$ cat src/rtl/dma2p_pkg.sv
package dma2p_pkg;
    localparam int unsigned PTR_W = 20;
    localparam int unsigned CNT_W = 16;
    localparam int unsigned DAT_W = 16;
    localparam int unsigned CTL_W = 16;
    localparam int unsigned OFF_W = 4;
    localparam int unsigned SEL_W = 3;

    // control word positions the engine decodes
    localparam int unsigned CTL_TBC_LO  = 3;
    localparam int unsigned CTL_SRCSEL  = 10;
    localparam int unsigned CTL_SYNC_LO = 11;

    localparam logic [1:0] SYNC_SRC = 2'd1;
    localparam logic [1:0] SYNC_DST = 2'd2;

    typedef enum logic [2:0] {
        S_HEAD, S_SRCW, S_RD, S_DSTW, S_WR, S_WRHI, S_CHK
    } st_e;

    typedef struct packed {
        st_e              st;
        logic [PTR_W-1:0] pa;
        logic [PTR_W-1:0] pb;
        logic [CNT_W-1:0] cnt;
        logic [CTL_W-1:0] ctl;
        logic             src16;
        logic             dst16;
        logic [DAT_W-1:0] hold;
        logic             hi;
        logic             pend;
        logic             act;
        logic             task_f;
        logic             done;
        logic [OFF_W-1:0] roff;
    } regs_t;
endpackage

$ cat src/rtl/dma2p_lane.sv
module dma2p_lane
    import dma2p_pkg::*;
#(
    parameter int unsigned DW = DAT_W
) (
    input  st_e           st,
    input  logic          src16,
    input  logic          dst16,
    input  logic          cnt_odd,
    input  logic [DW-1:0] hold,
    input  logic [DW-1:0] rdata,
    output logic          req,
    output logic          we,
    output logic [1:0]    be,
    output logic [DW-1:0] wdata,
    output logic [DW-1:0] hold_nx
);
    localparam int unsigned BW = DW / 2;

    always_comb begin
        req   = (st == S_RD) || (st == S_WR) || (st == S_WRHI);
        we    = (st == S_WR) || (st == S_WRHI);
        be    = 2'b01;
        wdata = '0;
        if (st == S_RD) begin
            be = src16 ? 2'b11 : 2'b01;
        end else if (st == S_WR) begin
            be    = dst16 ? 2'b11 : 2'b01;
            wdata = dst16 ? hold : {{BW{1'b0}}, hold[BW-1:0]};
        end else if (st == S_WRHI) begin
            wdata = {{BW{1'b0}}, hold[DW-1:BW]};
        end
    end

    // assembled holding value for a completed read
    always_comb begin
        if (src16)
            hold_nx = rdata;
        else if (dst16 && cnt_odd)
            hold_nx = {rdata[BW-1:0], hold[BW-1:0]};
        else
            hold_nx = {{BW{1'b0}}, rdata[BW-1:0]};
    end
endmodule

$ cat src/rtl/dma2p_channel.sv
module dma2p_channel
    import dma2p_pkg::*;
(
    input  logic             clk,
    input  logic             rst,
    input  logic             ld_en,
    input  logic [SEL_W-1:0] ld_sel,
    input  logic [PTR_W-1:0] ld_data,
    input  logic             go,
    input  logic             seq_step,
    input  logic             src_req,
    input  logic             dst_req,
    output logic             mem_req,
    output logic             mem_we,
    output logic [1:0]       mem_be,
    output logic [PTR_W-1:0] mem_addr,
    output logic [DAT_W-1:0] mem_wdata,
    input  logic [DAT_W-1:0] mem_rdata,
    input  logic             mem_rdy,
    output logic             active,
    output logic             task_run,
    output logic             done,
    output logic [OFF_W-1:0] resume_off
);
    regs_t q, d;

    logic             swap;
    logic [1:0]       sync;
    logic [1:0]       tbc;
    logic [PTR_W-1:0] src_ptr, dst_ptr;
    logic [DAT_W-1:0] hold_nx;
    logic [CNT_W-1:0] cnt_nx;
    logic [PTR_W-1:0] src_step, dst_step;

    assign swap     = q.ctl[CTL_SRCSEL];
    assign sync     = q.ctl[CTL_SYNC_LO +: 2];
    assign tbc      = q.ctl[CTL_TBC_LO +: 2];
    assign src_ptr  = swap ? q.pb : q.pa;
    assign dst_ptr  = swap ? q.pa : q.pb;
    assign src_step = q.src16 ? PTR_W'(2) : PTR_W'(1);
    assign dst_step = (q.dst16 && q.st == S_WR) ? PTR_W'(2) : PTR_W'(1);
    assign cnt_nx   = q.cnt - (q.src16 ? CNT_W'(2) : CNT_W'(1));

    dma2p_lane #(.DW(DAT_W)) lane_i (
        .st      (q.st),
        .src16   (q.src16),
        .dst16   (q.dst16),
        .cnt_odd (q.cnt[0]),
        .hold    (q.hold),
        .rdata   (mem_rdata),
        .req     (mem_req),
        .we      (mem_we),
        .be      (mem_be),
        .wdata   (mem_wdata),
        .hold_nx (hold_nx)
    );

    assign mem_addr   = (q.st == S_RD) ? src_ptr : dst_ptr;
    assign active     = q.act;
    assign task_run   = q.task_f;
    assign done       = q.done;
    assign resume_off = q.roff;

    always_comb begin
        d      = q;
        d.done = 1'b0;
        if (!q.act) begin
            d.st = S_HEAD;
            if (ld_en) begin
                case (ld_sel)
                    3'd0:    d.pa  = ld_data;
                    3'd1:    d.pb  = ld_data;
                    3'd2:    d.cnt = ld_data[CNT_W-1:0];
                    3'd3:    d.ctl = ld_data[CTL_W-1:0];
                    3'd4:    {d.src16, d.dst16} = ld_data[1:0];
                    default: ;
                endcase
            end
            if (go)
                d.pend = 1'b1;
            if (seq_step && q.pend) begin
                d.pend   = 1'b0;
                d.act    = 1'b1;
                d.task_f = 1'b0;
            end
        end else begin
            case (q.st)
                S_HEAD: d.st = (sync == SYNC_SRC) ? S_SRCW : S_RD;
                S_SRCW: if (src_req) d.st = S_RD;
                S_RD: if (mem_rdy) begin
                    d.hold = hold_nx;
                    d.cnt  = cnt_nx;
                    if (swap) d.pb = q.pb + src_step;
                    else      d.pa = q.pa + src_step;
                    if (!q.src16 && q.dst16 && cnt_nx[0])
                        d.st = (sync == SYNC_SRC) ? S_SRCW : S_RD;
                    else
                        d.st = (sync == SYNC_DST) ? S_DSTW : S_WR;
                end
                S_DSTW: if (dst_req) d.st = q.hi ? S_WRHI : S_WR;
                S_WR: if (mem_rdy) begin
                    if (swap) d.pa = q.pa + dst_step;
                    else      d.pb = q.pb + dst_step;
                    if (q.src16 && !q.dst16) begin
                        d.hi = 1'b1;
                        d.st = (sync == SYNC_DST) ? S_DSTW : S_WRHI;
                    end else begin
                        d.st = S_CHK;
                    end
                end
                S_WRHI: if (mem_rdy) begin
                    if (swap) d.pa = q.pa + dst_step;
                    else      d.pb = q.pb + dst_step;
                    d.hi = 1'b0;
                    d.st = S_CHK;
                end
                S_CHK: begin
                    d.st = S_HEAD;
                    if (tbc != 2'd0 && q.cnt == '0) begin
                        d.act    = 1'b0;
                        d.task_f = 1'b1;
                        d.done   = 1'b1;
                        d.roff   = OFF_W'({tbc - 2'd1, 2'b00});
                    end
                end
                default: d.st = S_HEAD;
            endcase
        end
    end

    always_ff @(posedge clk) begin
        if (rst) begin
            q        <= '0;
            q.st     <= S_HEAD;
            q.task_f <= 1'b1;
        end else begin
            q <= d;
        end
    end
endmodule

$ cat config.mk
export PLATFORM = sky130hd
export DESIGN_NAME = dma2p_channel
export DESIGN_NICKNAME = d
export VERILOG_FILES = /design/src/rtl/dma2p_pkg.sv /design/src/rtl/dma2p_lane.sv /design/src/rtl/dma2p_channel.sv
export SDC_FILE = /design/constraint.sdc
export NUM_CORES = 1
export LEC_CHECK = 0
export BUFFER_PORTS_ARGS = -buffer_cell sky130_fd_sc_hd__clkbuf_2
export CORE_ASPECT_RATIO = 0.75
export CORE_MARGIN = 10
export CORE_UTILIZATION = 53
export DETAILED_ROUTE_END_ITERATION = 8
export MAX_ROUTING_LAYER = met4
export PLACE_DENSITY = 0.8
export SLEW_MARGIN = 20
export SYNTH_ARGS = -nofsm -noshare
export SYNTH_HDL_FRONTEND = slang
export SYNTH_HIERARCHICAL = 1
export SYNTH_SLANG_ARGS = --single-unit
$ cat constraint.sdc
create_clock -name clk -period 3.9 [get_ports clk]
set_input_delay 0.78 -clock clk [delete_from_list [all_inputs] [get_ports clk]]
set_output_delay 0.78 -clock clk [all_outputs]
set_load 0.02 [all_outputs]
# Word-level counts from Yosys, hierarchy flattened
# Index checks and enable logic that the tools add are counted.
# totals
mem_bits_ro,0
regBits,100
ramBits,0
latchBits,0
out_inout_bits,47
elab_cells,139
in_bits,47
memories,0
# classes
n_shift,0
muxes,50
eq_ne,29
n_mul,0
bitwise_logic,2
addsub,6
reduce_logical,37
order_cmp,0
n_div,0
# op_table
op,n
20-bit 2-to-1 mux,9
16-bit 2-to-1 mux,8
40-bit case mux with 3 select lines,1
43-bit 2-to-1 mux,2
20-bit by 2-bit adder with 20-bit output,4
74-bit 2-to-1 mux,1
59-bit 2-to-1 mux,1
56-bit 2-to-1 mux,1
3-bit 2-to-1 mux,7
2-bit 2-to-1 mux,10
3-bit case mux with 6 select lines,1
16-bit logical NOT,1
2-bit nonzero test,8
16-bit by 2-bit subtractor with 16-bit output,1
3-bit != test (second input constant),5
3-bit AND reduction,5
7-bit 2-to-1 mux,2
2-bit != test (second input constant),7
7-bit AND reduction,2
3-bit by 2-bit equality test with 1-bit output (second input constant),4
3-bit equality test (second input constant),4
5-bit AND reduction,2
8-bit 2-to-1 mux,1
2-bit by 1-bit != test with 1-bit output (second input constant),4
other kinds (16),33

# Longest topological paths before layout
# logic_depth
depth_word,8
ltp_mapped,11
ltp_nobuf,11

# By module
# The synthesis kept the hierarchy.
# modules_own_cells
mod,cells_per_inst,instances,seq_area_each_um2,area_each_um2
dma2p_channel,681,1,1781.7,5227.5
dma2p_lane,73,1,0.0,519.2

# Worst setup path after synthesis
# OpenSTA, ideal clock, no wires.
# synth_timing
path_kind,reg-to-reg
startpoint,register q[100] (netlist name)
endpoint,register q[93] in the netlist's numbering
arrival_time_ns,2.707
path_stages_with_launch,11
setup_ns,0.078
t_required_ns,3.822
synth_period_minus_slack_ns,2.785
path_buffers,0
slack_ns,1.115
path_cell_list,dfxtp_1 -> nand2b_1 -> o21ai_0 -> inv_1 -> ha_1 -> fa_1 -> and4_1 -> nand3_1 -> o21ai_0 -> and3_1 -> nor3_1
# synth_via
elab_chain_len,8
elab_cells_between_ends,17
cone_classes,1 x add/sub; 8 x eq/ne; 6 x mux; 2 x reduce/logical
# synth_rtl
element,line,rtl
3-bit equality test,"dma2p_channel.sv:41, dma2p_channel.sv:87",
1-bit logical AND,dma2p_channel.sv:41,assign dst_step = (q.dst16 && q.st == S_WR) ? PTR_W'(2) : PTR_W'(1);
2-bit 2-to-1 mux,dma2p_channel.sv:41,
20-bit by 2-bit adder with 20-bit output,"dma2p_channel.sv:102, dma2p_channel.sv:112",
20-bit 2-to-1 mux,"dma2p_channel.sv:102, dma2p_channel.sv:112",
43-bit 2-to-1 mux (on tied branches),"dma2p_channel.sv:111, dma2p_channel.sv:101",
40-bit case mux with 3 select lines,dma2p_channel.sv:87,case (q.st)
56-bit 2-to-1 mux,dma2p_channel.sv:67,if (!q.act) begin
to (decl),dma2p_channel.sv:25,"regs_t q, d;"
# Parallel ways exist; a longest one is shown, timed or not. The select of a mux whose other input is x is not followed.
# A chain may end at the register's enable or synchronous reset.

# Worst setup path after layout
# layout_timing
startpoint,register q[101] (netlist name)
endpoint,register q[93] in the netlist's numbering
# layout_via
elab_chain_len,8
elab_cells_between_ends,17
cone_classes,1 x add/sub; 8 x eq/ne; 6 x mux; 2 x reduce/logical
# layout_rtl
element,line
3-bit equality test,"dma2p_channel.sv:41, dma2p_channel.sv:87"
1-bit logical AND,dma2p_channel.sv:41
2-bit 2-to-1 mux,dma2p_channel.sv:41
20-bit by 2-bit adder with 20-bit output,"dma2p_channel.sv:102, dma2p_channel.sv:112"
20-bit 2-to-1 mux,"dma2p_channel.sv:102, dma2p_channel.sv:112"
43-bit 2-to-1 mux (on tied branches),"dma2p_channel.sv:111, dma2p_channel.sv:101"
40-bit case mux with 3 select lines,dma2p_channel.sv:87
56-bit 2-to-1 mux,dma2p_channel.sv:67
# Parallel ways exist; a longest one is shown, timed or not. The select of a mux whose other input is x is not followed.

==> flow_metrics.py <==
metrics = {
    "outcome": {
        "outcome": "finished clean",
    },
    "timing": {
        "finalSetupTns_ns": 0,
        "min_period_ns": 3.44,
        "final-hold-violation-count": 0,
        "worstMarginPinSlew_ns": 0.938,
        "drv_slew": 0,
        "slew_headroom": 0.375,
        "setup_violations": 0,
        "period_share": 0.881,
        "fmax_mhz": 291,
        "fin_worst_skew_ns": 0.00901,
        "rsz0062_at_grt": "false",
    },
    "die": {
        "initial_core_util": 0.550,
        "boundaryPins": 94,
        "die_x_um": 140,
        "die_area_um2": 15500,
        "num_rows": 32,
        "die_y_um": 110,
        "coreArea_um2": 10500,
    },
    "cells_and_area": {
        "area_delta_synth_final_pct": 14.2,
        "diodes": 0,
        "nets": 871,
        "drive_gt1_frac": 0.200,
        "mostFrequentLayoutCell": "nand2_1",
        "fill_cells": 884,
        "fin_cells": 955,
        "final_cell_mix": "nand2_1 (122), clkbuf_2 (90), dfxtp_1 (89)",
    },
    "synthesis": {
        "ys_warn_count": 6,
        "synth_area_um2": 5750,
        "synth_flop_cell": "dfxtp_1",
        "synth-seq-area-share": 0.310,
        "synth-edff-count": 0,
        "netlist_instances": 754,
        "syn_area_per_cell_um2": 7.62,
        "synthArstFlopShare": 0,
        "ys_types": 70,
        "ys_ff_latch": 89,
    },
    "worst_setup_path": {
        "critical_path.cell_chain": "nand2b_1, o21ai_0, inv_1, ha_1, fa_1, and4_1, nand3_1, o21ai_0, and3_1, nor3_1",
        "critPathCaptureType": "flop",
        "crit_fanout": 17,
        "cp_data_required_time_ns": 4.17,
        "path_common_cell": "o21ai_0",
        "worst-path-buf-inv": 1,
        "path_delay_family": "simple AND/OR/NAND/NOR gates",
        "startpoint_type": "flop",
        "path_class": "flop to flop",
        "cp_slowest_stage_delay_ns": 0.62,
        "cp.arrival_ns": 3.71,
        "crit_path_top_delay_cell": "o21ai_0",
    },
    "drt": {
        "drtIter0Drc": 971,
        "post_drt_wl_per_cell_um": 19.3,
        "ant_nets": 0,
        "dr.pass1.iters": 8,
        "vias_per_cell": 6.41,
        "finalWirelength_um": 18400,
        "drc": 0,
        "dr_total_vias": 6117,
    },
    "placed_design": {
        "dp.cells": 939,
        "gp_congestion": 1.04,
        "dpl.hpwl_um": 13400,
        "port_buffers": 90,
    },
    "grt": {
        "antenna_found_initial": 0,
        "grt_pass1_wl_um": 29200,
        "grt_usage": 0.234,
        "grt_max_degree": 41,
        "first_global_vias": 5436,
        "grt-ovfl-total": 0,
    },
    "clocking": {
        "cts.path.max_buffers": 2,
        "clk_latency_ns": 0.35,
        "path_clk_slew_ns": 0.07,
        "root_buffer": "clkbuf_16",
        "cts_hold_buf": 0,
        "post_cts_buffers": 0,
        "cts_buffers": 9,
        "ctsHtreeMaxLevel": 3,
        "cts_tree": "built",
        "cts.sinks": 89,
        "cts.repair.resized": 0,
    },
    "power": {
        "p_leak_nw": 2.54,
        "vdd_drop_max_mv": 0.206,
        "p_per_area_nw_per_um2": 333,
    },
    "run": {
        "maxCapViolCount": 0,
    },
    "hold_path": {
        "hp-class": "flop to flop",
    },
}
==> layer usage <==
layer | global-route usage | share of wire
met1 | 0.315 | 0.44
met2 | 0.334 | 0.43
met3 | 0.0590 | 0.11
met4 | 0.0765 | 0.021
met5 | - | 0
==> metrics by stage <==
stage / instance area (um^2) / total power (W) / utilization / hold slack (ns) / setup slack (ns)
after detailed placement: 6230 / 0.00125 / 0.596 / 0.459 / 0.642
final: 6570 / 0.00219 / 0.628 / 0.469 / 0.464
after CTS: 6550 / 0.00218 / 0.627 / 0.469 / 0.418
after global placement: 6230 / 0.00125 / 0.596 / 0.448 / 0.803
after global routing: 6570 / 0.00226 / 0.628 / 0.492 / 0.250
after floorplan: 5750 / 0.00116 / - / 0.436 / 1.11
==> state kept, by name, summed over array words and instances (netlist names) <==
register and cells:
q 84, done 1, active 1, task_run 1, resume_off 2
==> worst min-delay path: cells and delay by family, from the launching register on <==
kind	cells	cell delay, ns
flops	1	0.32
simple gates	1	0.05
compound gates	1	0.05
==> worst paths after layout <==
check	cells past startpoint	from	slack, ns	to
max	10	q[101]$_SDFFE_PP0P_	0.46	q[93]$_SDFFE_PP0P_
min	2	q[19]$_SDFFE_PP0P_	0.47	q[19]$_SDFFE_PP0P_
max reg2reg	10	q[101]$_SDFFE_PP0P_	0.46	q[93]$_SDFFE_PP0P_
min reg2reg	2	q[19]$_SDFFE_PP0P_	0.47	q[19]$_SDFFE_PP0P_
==> cell usage after synthesis, drive strengths merged (3+ instances only) <==
master  instances  area [um^2]
nand3          30          150
a31oi           3         18.8
or3             6         38.8
buf            14         98.8
mux2           28          345
and3           10         62.6
dfxtp          89         1780
fa              3         60.1
nor3           17         85.1
inv            14         52.6
o41ai           5         43.8
and2           13         81.3
o31a            6         52.6
a211oi         10         75.1
a21o            5         37.5
a311oi         12          105
a32o            6         60.1
ha              7         87.6
a21oi          71          355
nand4b          3         26.3
clkbuf         42          158
nand3b          5         50.1
mux2i          18          180
o211ai          4         30.0
nor2b           7         43.8
nand2b         11         68.8
o21ai          77          385
nor2           47          176
and4            3         26.3
nand2         122          458
o311a           5         50.1
or4             5         41.3
nand4           7         43.8
o21a            3         22.5
o31ai          14          105
nor3b           3         27.5
==> area by class of cell <==
| type | instances | area (um^2) | area share |
|---|---|---|---|
| clock buffers | 11 | 243 | 0.0370 |
| clock inverters | 5 | 78.8 | 0.0120 |
| inverters | 14 | 52.6 | 0.00800 |
| multi-input cells | 596 | 3680 | 0.561 |
| flip-flops and latches | 89 | 1780 | 0.271 |
| well taps | 136 | 170 | 0.0259 |
| repair buffers | 104 | 556 | 0.0846 |
==> logic make-up (layout without fill, tap and decap cells) <==
| kind of cell | after synthesis | in the layout | share of synthesized area |
|---|---|---|---|
| and+or+nand+nor | 298 | 298 | 0.257 |
| buffers and inverters | 70 | 134 | 0.0538 |
| DFF | 89 | 89 | 0.310 |
| adders and majority gates | 10 | 10 | 0.0257 |
| muxes | 46 | 46 | 0.0914 |
| other | 2 | 3 | 0.00131 |
| AOI/OAI and AO/OA | 238 | 238 | 0.259 |
| xor gates and xnor gates | 1 | 1 | 0.00152 |
==> power breakdown <==
part           internal (W)  switching [W]
clock network      0.000578       0.000365
registers          0.000928      0.0000284
logic              0.000106       0.000183
Power figures use the tool's default switching activity.
